[config.mk]
export PLATFORM = sky130hd
export DESIGN_NAME = flash_cmd_decoder
export DESIGN_NICKNAME = d
export VERILOG_FILES = /design/src/rtl/flash_cmd_pkg.sv /design/src/rtl/flash_strobe_edge.sv /design/src/rtl/flash_erase_window.sv /design/src/rtl/flash_seq_fsm.sv /design/src/rtl/flash_cmd_decoder.sv
export SDC_FILE = /design/constraint.sdc
export NUM_CORES = 1
export LEC_CHECK = 0
export CAP_MARGIN = 20
export CELL_PAD_IN_SITES_DETAIL_PLACEMENT = 1
export CELL_PAD_IN_SITES_GLOBAL_PLACEMENT = 2
export CORE_ASPECT_RATIO = 0.75
export CORE_UTILIZATION = 34
export DETAILED_ROUTE_END_ITERATION = 8
export PLACE_DENSITY = 0.82
export SYNTH_ARGS = -nofsm -noshare
export SYNTH_HDL_FRONTEND = slang
export SYNTH_SLANG_ARGS = --single-unit
[constraint.sdc]
create_clock -name clk -period 2.5 [get_ports clk]
set_input_delay 0.75 -clock clk [delete_from_list [all_inputs] [get_ports clk]]
set_output_delay 0.75 -clock clk [all_outputs]
set_load 0.05 [all_outputs]
[src/rtl/flash_cmd_pkg.sv]
package flash_cmd_pkg;

  localparam logic [7:0]  CODE_KEY_A    = 8'hAA;
  localparam logic [7:0]  CODE_KEY_B    = 8'h55;
  localparam logic [7:0]  CODE_PROG     = 8'hA0;
  localparam logic [7:0]  CODE_ERS_SET  = 8'h80;
  localparam logic [7:0]  CODE_CONFIRM  = 8'h30;
  localparam logic [7:0]  CODE_SUSPEND  = 8'hB0;
  localparam logic [7:0]  CODE_RESET    = 8'hF0;

  localparam int          KEY_AW        = 15;
  localparam logic [14:0] KEY_ADDR_A    = 15'h5555;
  localparam logic [14:0] KEY_ADDR_B    = 15'h2AAA;

  typedef enum logic [3:0] {
    ST_READ,
    ST_KEY1,
    ST_KEY2,
    ST_PGM_ARM,
    ST_PGM_RUN,
    ST_ERS_ARM,
    ST_ERS_KEY1,
    ST_ERS_KEY2,
    ST_ERS_WIN,
    ST_ERS_RUN,
    ST_ERS_SUSP
  } seq_state_e;

endpackage

[src/rtl/flash_strobe_edge.sv]
module flash_strobe_edge #(
  parameter int AW = 16
) (
  input  logic          clk,
  input  logic          rst_n,
  input  logic          cs_n,
  input  logic          we_n,
  input  logic [AW-1:0] addr,
  output logic          wr_evt,
  output logic [AW-1:0] wr_addr
);

  logic          strobe;
  logic          strobe_q;
  logic          fall_evt;
  logic [AW-1:0] addr_q;
  logic [AW-1:0] addr_d;

  assign strobe   = ~cs_n & ~we_n;
  assign fall_evt = strobe & ~strobe_q;
  assign wr_evt   = ~strobe & strobe_q;

  always_comb begin
    addr_d = addr_q;
    if (fall_evt) addr_d = addr;
  end

  always_ff @(posedge clk or negedge rst_n) begin
    if (!rst_n) begin
      strobe_q <= 1'b0;
      addr_q   <= '0;
    end else begin
      strobe_q <= strobe;
      if (fall_evt) addr_q <= addr_d;
    end
  end

  assign wr_addr = addr_q;

endmodule

[src/rtl/flash_erase_window.sv]
module flash_erase_window #(
  parameter int WIN_CYCLES = 5000
) (
  input  logic clk,
  input  logic rst_n,
  input  logic restart,
  input  logic cancel,
  output logic expire
);

  localparam int CW = $clog2(WIN_CYCLES + 1);
  localparam logic [CW-1:0] LOAD_VAL = CW'(WIN_CYCLES - 1);

  logic [CW-1:0] cnt_q, cnt_d;
  logic          run_q, run_d;
  logic          cnt_en;

  assign expire = run_q && (cnt_q == '0);
  assign cnt_en = restart || cancel || run_q;

  always_comb begin
    cnt_d = cnt_q;
    run_d = run_q;
    if (restart) begin
      cnt_d = LOAD_VAL;
      run_d = 1'b1;
    end else if (cancel) begin
      run_d = 1'b0;
    end else if (run_q) begin
      if (cnt_q == '0) run_d = 1'b0;
      else             cnt_d = cnt_q - 1'b1;
    end
  end

  always_ff @(posedge clk or negedge rst_n) begin
    if (!rst_n) begin
      cnt_q <= '0;
      run_q <= 1'b0;
    end else if (cnt_en) begin
      cnt_q <= cnt_d;
      run_q <= run_d;
    end
  end

endmodule

[src/rtl/flash_seq_fsm.sv]
module flash_seq_fsm
  import flash_cmd_pkg::*;
#(
  parameter int AW        = 16,
  parameter int SECT_BITS = 12,
  localparam int SW       = AW - SECT_BITS
) (
  input  logic          clk,
  input  logic          rst_n,
  input  logic          wr_evt,
  input  logic [AW-1:0] wr_addr,
  input  logic [7:0]    wr_data,
  input  logic          win_expire,
  input  logic          eng_done,
  output logic          win_restart,
  output logic          win_cancel,
  output logic          prog_start,
  output logic [AW-1:0] prog_addr,
  output logic [7:0]    prog_data,
  output logic          sel_valid,
  output logic [SW-1:0] sel_sector,
  output logic          erase_start,
  output logic          suspend_req,
  output logic          resume_req,
  output logic          abort_req,
  output logic          rd_status
);

  seq_state_e st_q, st_d;

  logic go_prog, go_sel, go_start, go_susp, go_res, go_abort;
  logic key_a_hit, key_b_hit, set_hit;
  logic is_confirm, is_reset, is_suspend;
  logic status_d;

  assign key_a_hit  = (wr_data == CODE_KEY_A) && (wr_addr[KEY_AW-1:0] == KEY_ADDR_A);
  assign key_b_hit  = (wr_data == CODE_KEY_B) && (wr_addr[KEY_AW-1:0] == KEY_ADDR_B);
  assign set_hit    = (wr_addr[KEY_AW-1:0] == KEY_ADDR_A);
  assign is_confirm = (wr_data == CODE_CONFIRM);
  assign is_reset   = (wr_data == CODE_RESET);
  assign is_suspend = (wr_data == CODE_SUSPEND);

  always_comb begin
    st_d        = st_q;
    go_prog     = 1'b0;
    go_sel      = 1'b0;
    go_start    = 1'b0;
    go_susp     = 1'b0;
    go_res      = 1'b0;
    go_abort    = 1'b0;
    win_restart = 1'b0;
    win_cancel  = 1'b0;
    unique case (st_q)
      ST_READ: begin
        if (wr_evt && key_a_hit) st_d = ST_KEY1;
      end
      ST_KEY1: begin
        if (wr_evt) st_d = key_b_hit ? ST_KEY2 : ST_READ;
      end
      ST_KEY2: begin
        if (wr_evt) begin
          if (set_hit && wr_data == CODE_PROG)          st_d = ST_PGM_ARM;
          else if (set_hit && wr_data == CODE_ERS_SET)  st_d = ST_ERS_ARM;
          else                                          st_d = ST_READ;
        end
      end
      ST_PGM_ARM: begin
        if (wr_evt) begin
          go_prog = 1'b1;
          st_d    = ST_PGM_RUN;
        end
      end
      ST_PGM_RUN: begin
        if (eng_done) st_d = ST_READ;
      end
      ST_ERS_ARM: begin
        if (wr_evt) st_d = key_a_hit ? ST_ERS_KEY1 : ST_READ;
      end
      ST_ERS_KEY1: begin
        if (wr_evt) st_d = key_b_hit ? ST_ERS_KEY2 : ST_READ;
      end
      ST_ERS_KEY2: begin
        if (wr_evt) begin
          if (is_confirm) begin
            go_sel      = 1'b1;
            win_restart = 1'b1;
            st_d        = ST_ERS_WIN;
          end else begin
            st_d = ST_READ;
          end
        end
      end
      ST_ERS_WIN: begin
        if (wr_evt) begin
          if (is_confirm) begin
            go_sel      = 1'b1;
            win_restart = 1'b1;
          end else begin
            go_abort   = 1'b1;
            win_cancel = 1'b1;
            st_d       = ST_READ;
          end
        end else if (win_expire) begin
          go_start = 1'b1;
          st_d     = ST_ERS_RUN;
        end
      end
      ST_ERS_RUN: begin
        if (wr_evt && is_reset) begin
          go_abort = 1'b1;
          st_d     = ST_READ;
        end else if (wr_evt && is_suspend) begin
          go_susp = 1'b1;
          st_d    = ST_ERS_SUSP;
        end else if (eng_done) begin
          st_d = ST_READ;
        end
      end
      ST_ERS_SUSP: begin
        if (wr_evt && is_reset) begin
          go_abort = 1'b1;
          st_d     = ST_READ;
        end else if (wr_evt && is_confirm) begin
          go_res = 1'b1;
          st_d   = ST_ERS_RUN;
        end
      end
      default: st_d = ST_READ;
    endcase
  end

  assign status_d = (st_d == ST_PGM_RUN) || (st_d == ST_ERS_WIN) || (st_d == ST_ERS_RUN);

  always_ff @(posedge clk or negedge rst_n) begin
    if (!rst_n) begin
      st_q        <= ST_READ;
      prog_start  <= 1'b0;
      sel_valid   <= 1'b0;
      erase_start <= 1'b0;
      suspend_req <= 1'b0;
      resume_req  <= 1'b0;
      abort_req   <= 1'b0;
      rd_status   <= 1'b0;
    end else begin
      st_q        <= st_d;
      prog_start  <= go_prog;
      sel_valid   <= go_sel;
      erase_start <= go_start;
      suspend_req <= go_susp;
      resume_req  <= go_res;
      abort_req   <= go_abort;
      rd_status   <= status_d;
    end
  end

  always_ff @(posedge clk or negedge rst_n) begin
    if (!rst_n) begin
      prog_addr <= '0;
      prog_data <= '0;
    end else if (go_prog) begin
      prog_addr <= wr_addr;
      prog_data <= wr_data;
    end
  end

  always_ff @(posedge clk or negedge rst_n) begin
    if (!rst_n) begin
      sel_sector <= '0;
    end else if (go_sel) begin
      sel_sector <= wr_addr[AW-1:SECT_BITS];
    end
  end

endmodule

[src/rtl/flash_cmd_decoder.sv]
module flash_cmd_decoder #(
  parameter int AW         = 16,
  parameter int SECT_BITS  = 12,
  parameter int WIN_CYCLES = 5000,
  localparam int SW        = AW - SECT_BITS
) (
  input  logic          clk,
  input  logic          rst_n,
  input  logic          cs_n,
  input  logic          we_n,
  input  logic [AW-1:0] addr,
  input  logic [7:0]    wdata,
  input  logic          eng_done,
  output logic          prog_start,
  output logic [AW-1:0] prog_addr,
  output logic [7:0]    prog_data,
  output logic          sel_valid,
  output logic [SW-1:0] sel_sector,
  output logic          erase_start,
  output logic          suspend_req,
  output logic          resume_req,
  output logic          abort_req,
  output logic          rd_status
);

  logic [1:0]    rst_pipe_q;
  logic          rst_sync_n;
  logic          wr_evt;
  logic [AW-1:0] wr_addr;
  logic          win_restart;
  logic          win_cancel;
  logic          win_expire;

  always_ff @(posedge clk or negedge rst_n) begin
    if (!rst_n) rst_pipe_q <= 2'b00;
    else        rst_pipe_q <= {rst_pipe_q[0], 1'b1};
  end
  assign rst_sync_n = rst_pipe_q[1];

  flash_strobe_edge #(.AW(AW)) u_edge (
    .clk     (clk),
    .rst_n   (rst_sync_n),
    .cs_n    (cs_n),
    .we_n    (we_n),
    .addr    (addr),
    .wr_evt  (wr_evt),
    .wr_addr (wr_addr)
  );

  flash_erase_window #(.WIN_CYCLES(WIN_CYCLES)) u_win (
    .clk     (clk),
    .rst_n   (rst_sync_n),
    .restart (win_restart),
    .cancel  (win_cancel),
    .expire  (win_expire)
  );

  flash_seq_fsm #(.AW(AW), .SECT_BITS(SECT_BITS)) u_fsm (
    .clk         (clk),
    .rst_n       (rst_sync_n),
    .wr_evt      (wr_evt),
    .wr_addr     (wr_addr),
    .wr_data     (wdata),
    .win_expire  (win_expire),
    .eng_done    (eng_done),
    .win_restart (win_restart),
    .win_cancel  (win_cancel),
    .prog_start  (prog_start),
    .prog_addr   (prog_addr),
    .prog_data   (prog_data),
    .sel_valid   (sel_valid),
    .sel_sector  (sel_sector),
    .erase_start (erase_start),
    .suspend_req (suspend_req),
    .resume_req  (resume_req),
    .abort_req   (abort_req),
    .rd_status   (rd_status)
  );

endmodule

After elaboration in Yosys (flattened, before gate mapping)
Index checks and enable logic that the tools add are counted.

word-level totals
  flip-flop bits (word level) = 72
  input bits = 29
  output and inout port bits = 35

cells by class
  $add $sub $neg = 1
  eq/ne operators = 24
  reductions and logical operators = 19
  bitwise gates (word level) = 7
  muxes and demuxes = 49

operators by type and width
  cell                                                                  number
  4-bit 2-to-1 mux                                                      17
  13-bit 2-to-1 mux                                                     4
  4-bit case mux with 11 select lines                                   1
  8-bit == test, second input constant                                  5
  1-bit 2-to-1 mux                                                      22
  4-bit by 3-bit == test with 1-bit output, second input constant       5
  4-bit == test, second input constant                                  5
  15-bit by 14-bit == test with 1-bit output, second input constant     1
  15-bit == test, second input constant                                 1
  13-bit zero test                                                      1
  13-bit by 1-bit subtractor with 13-bit output, second input constant  1
  1-bit logical AND                                                     9
  3-bit 2-to-1 mux                                                      3
  4-bit by 2-bit == test with 1-bit output, second input constant       2
  8-bit by 6-bit == test with 1-bit output, second input constant       1
  8-bit by 7-bit == test with 1-bit output, second input constant       1
  4-bit by 1-bit == test with 1-bit output, second input constant       1
  4-bit zero test                                                       1
  1-bit logical OR                                                      4
  2-bit != test, second input constant                                  2
  1-bit NOT                                                             4
  4-bit AND reduction                                                   1
  2-bit OR reduction                                                    2
  1-bit bitwise AND                                                     3
  3 further kinds                                                       3

Logic depth before layout (Yosys ltp)
  word-level depth = 11
  gate-level depth with buffers = 9
  gate-level depth less buffers = 9

Modules after synthesis
Synthesis repeated with hierarchy kept, for this count alone.

unflattened totals
  cells, all modules = 281
  area, all modules = 3484.6 µm²

modules (own cells, without submodules)
  module              cells an instance  sequential area each (µm²)  area an instance (µm²)  times used
  flash_seq_fsm       167                975.9                       2018.2                  1
  flash_erase_window  74                 350.3                       765.7                   1
  flash_strobe_edge   37                 425.4                       646.9                   1
  flash_cmd_decoder   3                  50.0                        53.8                    1

Worst setup path after synthesis
OpenSTA, ideal clock, no wires.

  path kind = input to register
  start = input wdata[7]
  end = register u_win.cnt_q[5]
  stages = 8
  required time = 2.422 ns
  data arrival time = 2.488 ns
  slack = -0.066 ns
  cells stage by stage = nor4b_4 -> nand3_2 -> o21bai_4 -> clkinv_2 -> a31oi_2 -> or4b_4 -> or3_1 -> a21oi_1

between the ends
  word-level cells in the longest chain between the ends = 7

RTL lines
  element                                     RTL line                                  source
  start: declaration                          flash_cmd_decoder.sv:12                   input logic [7:0] wdata,
  8-bit by 6-bit == test with 1-bit output *  flash_seq_fsm.sv:39                       assign is_confirm = (wr_data == CODE_CONFIRM);
  1-bit 2-to-1 mux, on equally long branches  flash_seq_fsm.sv:84, flash_seq_fsm.sv:95
  1-bit 2-to-1 mux                            flash_seq_fsm.sv:94                       if (wr_evt) begin
  1-bit 2-to-1 mux, on equally long branches  -
  1-bit logical OR (2 in a row)               flash_erase_window.sv:19                  assign cnt_en = restart || cancel || run_q;
  4-bit AND reduction (no line)               -
  end signal: assignment                      flash_erase_window.sv:40                  cnt_q <= cnt_d;
  end: declaration                            flash_erase_window.sv:14                  logic [CW-1:0] cnt_q, cnt_d;

Every way passes the cells marked *; elsewhere a longest branch is shown, timed or not.
A chain may end at the register's enable or synchronous reset.

Final worst setup path
  start = input wdata[2]
  end = register u_win.cnt_q[5]

Same word-level chain as after synthesis.

==> impl_metrics.yaml <==
yosys:
  synth-edff-count: 0
  synth.top_cell.area_share_pct: 54.1
  most_common_flop_cell_mapped_by_yosys: "sky130_fd_sc_hd__dfrtp_1"
  synthTopCellsByCount: "sky130_fd_sc_hd__dfrtp_1 (72), sky130_fd_sc_hd__mux2_2 (40), sky130_fd_sc_hd__nand2_1 (25), sky130_fd_sc_hd__nor2_1 (18), sky130_fd_sc_hd__o21ai_0 (9)"
  netlist_area_before_placement_mm2: 0.00333
  yosys_warnings: 0
  synthMostInstantiatedCell: "sky130_fd_sc_hd__dfrtp_1"
  cell_count_after_synthesis: 280
  syn_nets: 311
  yosys_register_bits: 72
  synth_largest_area_cell: "sky130_fd_sc_hd__dfrtp_1"
  post_synth.cell_area_avg_um2: 11.9
  netlist_top_cells_area: "sky130_fd_sc_hd__dfrtp_1 (54%), sky130_fd_sc_hd__mux2_2 (14%), sky130_fd_sc_hd__nand2_1 (2.8%), sky130_fd_sc_hd__nor2_1 (2.0%), sky130_fd_sc_hd__nor4bb_1 (1.8%)"
  async_reset_ff_share_pct: 100
  ys_types: 54
  sequential_element_share_of_the_synthesized_area_pct: 54.1
routing:
  drc_errors: 0
  routed_via_density: 5.05
  via_count: 2683
  drt_iter0_drc: 93
  detail-route-antenna-nets: 0
  totalWireLength_mm: 9.61
  routedWlPerCell_um: 18.1
  drt_first_pass_iters: 4
critical_path:
  worst_path_dominant_cell_family: "simple AND/OR/NAND/NOR gates"
  rrSetupSlack_ps: 240
  critical_path.startpoint_type: "input pin"
  worst_r2r_path_depth: 7
  r2r_start: "u_edge.wr_addr[7]$_DFFE_PN0P_"
  crit_path_max_incr_delay_ps: 550
  crit_chain: "buf_8 -> buf_6 -> nor4b_4 -> buf_4 -> a2111o_1 -> a31oi_2 -> or4b_4 -> or3_1 -> a21oi_1"
  worstPathArrival_ps: 2720
  critical_path_cell_with_the_highest_stage_delay: "sky130_fd_sc_hd__or4b_4"
  kind_of_capture_point_of_the_worst_setup_path: "register"
  worst-endpoint-required_ps: 2760
  worstSetupPathType: "in2reg"
  reg2reg_to: "u_fsm.rd_status$_DFF_PN0_"
  critical_path.n_buffers_inverters: 3
  worstPathMaxFanout: 6
floorplanning:
  initial_core_util_pct: 35.9
  ioPinCount: 64
  fp.dieArea_mm2: 0.0102
  fp.coreArea_mm2: 0.00927
  placement_rows: 30
  die_h_um: 87.7
  die_w_um: 116
finish:
  number_of_nets_at_the_end_of_the_flow: 429
  final_layout_size_suffix_gt1_share_pct: 35.7
  area_growth_syn_to_layout_pct: 48.5
  fin_util_pct: 53.3
  filler_cell_count: 1001
  n_antenna_cell: 0
  multi_input_logic_area_mm2: 0.00157
  area.sequential_mm2: 0.00180
sta:
  remaining_max_slew_budget_at_the_tightest_pin_pct: 64.7
  slew_worst_pin_ps: 528
  fmax_mhz: 406
  period_needed_ps: 2460
  final.period_utilization_pct: 98.4
  worst_hold_slack_ps: 221
  timing.final.max_slew_violations: 0
  setup_repair_after_global_routing_missed_its_margin: "true"
  hold_viol: 0
  post_route_clock_skew_ps: 6.91
  totalNegativeSetupSlack_ps: 0
  setup_violations: 0
  setup_ws_ps: 39.4
clocking:
  clock_path_buffers: 2
  clkTransAtPathRegs_ps: 60
  tritoncts: "built"
  cts_sinks: 72
  clock_insertion_delay_at_the_later_pin_of_the_skew_report_ps: 340
  number_of_cts_inserted_buffers: 9
  cts_hold_buf: 0
  cts_htree_levels: 3
  clockRootBuffer: "sky130_fd_sc_hd__clkbuf_16"
global_routing:
  number_of_antenna_violations_at_the_first_check_in_global_routing: 0
  first_pass_grt_wire_length_mm: 15.3
  global_route.usage.total_pct: 20.5
  via_count_of_the_first_global_routing_pass: 2789
  global_route_overflow: 0
  grt_start_max_net_pins: 28
power_and_ir_drop:
  power_per_cell_area_mw_per_mm2: 626
  ir_drop_mv: 0.354
  leakage_power_uw: 0.00220
job:
  max-cap-violations: 0
hold_path:
  min_path_type: "reg2async"
placement:
  globalplace.congestion: 0.877
  pre_cts_ws_ps: -858
  place.detailed.hpwl_mm: 6.80
  port_buffers: 63
outcome:
  status: "complete, no violations"
## power by group
part / leakage [uW] / switching [uW] / internal, uW
clock network: 0.000165 / 510 / 1000
logic: 0.00108 / 134 / 149
registers: 0.000959 / 69.7 / 1230
total: 0.00220 / 714 / 2380
## worst max path at each step
stage,depth (start not counted),to,startpoint
2_1_floorplan,8,u_win.cnt_q[5]$_DFFE_PN0P_,wdata[3]
3_3_place_gp,10,u_fsm.rd_status$_DFF_PN0_,wdata[7]
3_5_place_dp,10,u_fsm.rd_status$_DFF_PN0_,wdata[7]
4_1_cts,9,u_win.cnt_q[5]$_DFFE_PN0P_,wdata[2]
5_1_grt,10,u_win.cnt_q[11]$_DFFE_PN0P_,wdata[2]
6_report,9,u_win.cnt_q[5]$_DFFE_PN0P_,wdata[2]
## per-stage QoR
stage,std cells,cell area (um^2),power (uW)
3_5_place_dp,508,4460,1590
6_report,531,4950,3090
2_1_floorplan,280,3330,1430
4_1_cts,528,4870,3130
5_1_grt,531,4950,3200
3_3_place_gp,508,4460,1580
## placed cells by master, fill, tap and decap left out, types with 6 or more instances in the layout
master / n
sky130_fd_sc_hd__dfrtp_1: 71
sky130_fd_sc_hd__clkdlybuf4s50_1: 53
sky130_fd_sc_hd__buf_4: 50
sky130_fd_sc_hd__mux2_2: 40
sky130_fd_sc_hd__nand2_1: 25
sky130_fd_sc_hd__nor2_1: 18
sky130_fd_sc_hd__clkbuf_16: 9
sky130_fd_sc_hd__o21ai_0: 8
sky130_fd_sc_hd__inv_1: 6
sky130_fd_sc_hd__xnor2_1: 6
## metal layers
metal / part of all wire, % / global-route usage [%] / routed length (um) / vias to the layer above
met2: 46 / 31.9 / 4420 / 64
met1: 49 / 28.1 / 4670 / 1350
met4: 0.75 / 4.90 / 72 / 0
met5: 0 / 0 / 0 / -
li1: - / - / - / 1262
met3: 4.6 / 6.09 / 446 / 7
## area by class of cell
cell class	count	share of cell area, %
clock buffer	10	4.83
clock inverter	6	2.30
inverter	7	0.557
multi-input combinational	192	31.7
sequential	72	36.5
tap	128	3.24
timing repair buffer	116	20.9
## flip-flops by register name (all words and copies together), names as in the netlist, 2 cells and up
register and cells:
rst_pipe_q 2, u_edge.wr_addr 16, u_fsm.prog_addr 16, u_fsm.prog_data 8, u_fsm.sel_sector 4, u_fsm.st_q 4, u_win.cnt_q 13
## kinds of logic (layout without fill, tap and decap cells)
group           Yosys count  count (layout)  share of synthesized area (%)
mux                      40              40                           13.5
compound gates           34              34                           7.40
flops                    72              72                           54.1
buf+inv                  16             139                           1.88
xor+xnor                 10              10                           2.63
fa+ha+maj                 2               2                          0.751
other cells               1               1                          0.113
simple gates            105             105                           19.6
## what timing repair did
item | CTS | global route
buffers inserted | 6 | 4
endpoints found under the setup margin | 36 | 8
pin swaps | 8 | 13
gates resized for setup | 42 | 11
cloned | 0 | 0
No activity file was read; power rests on OpenSTA's default activity.
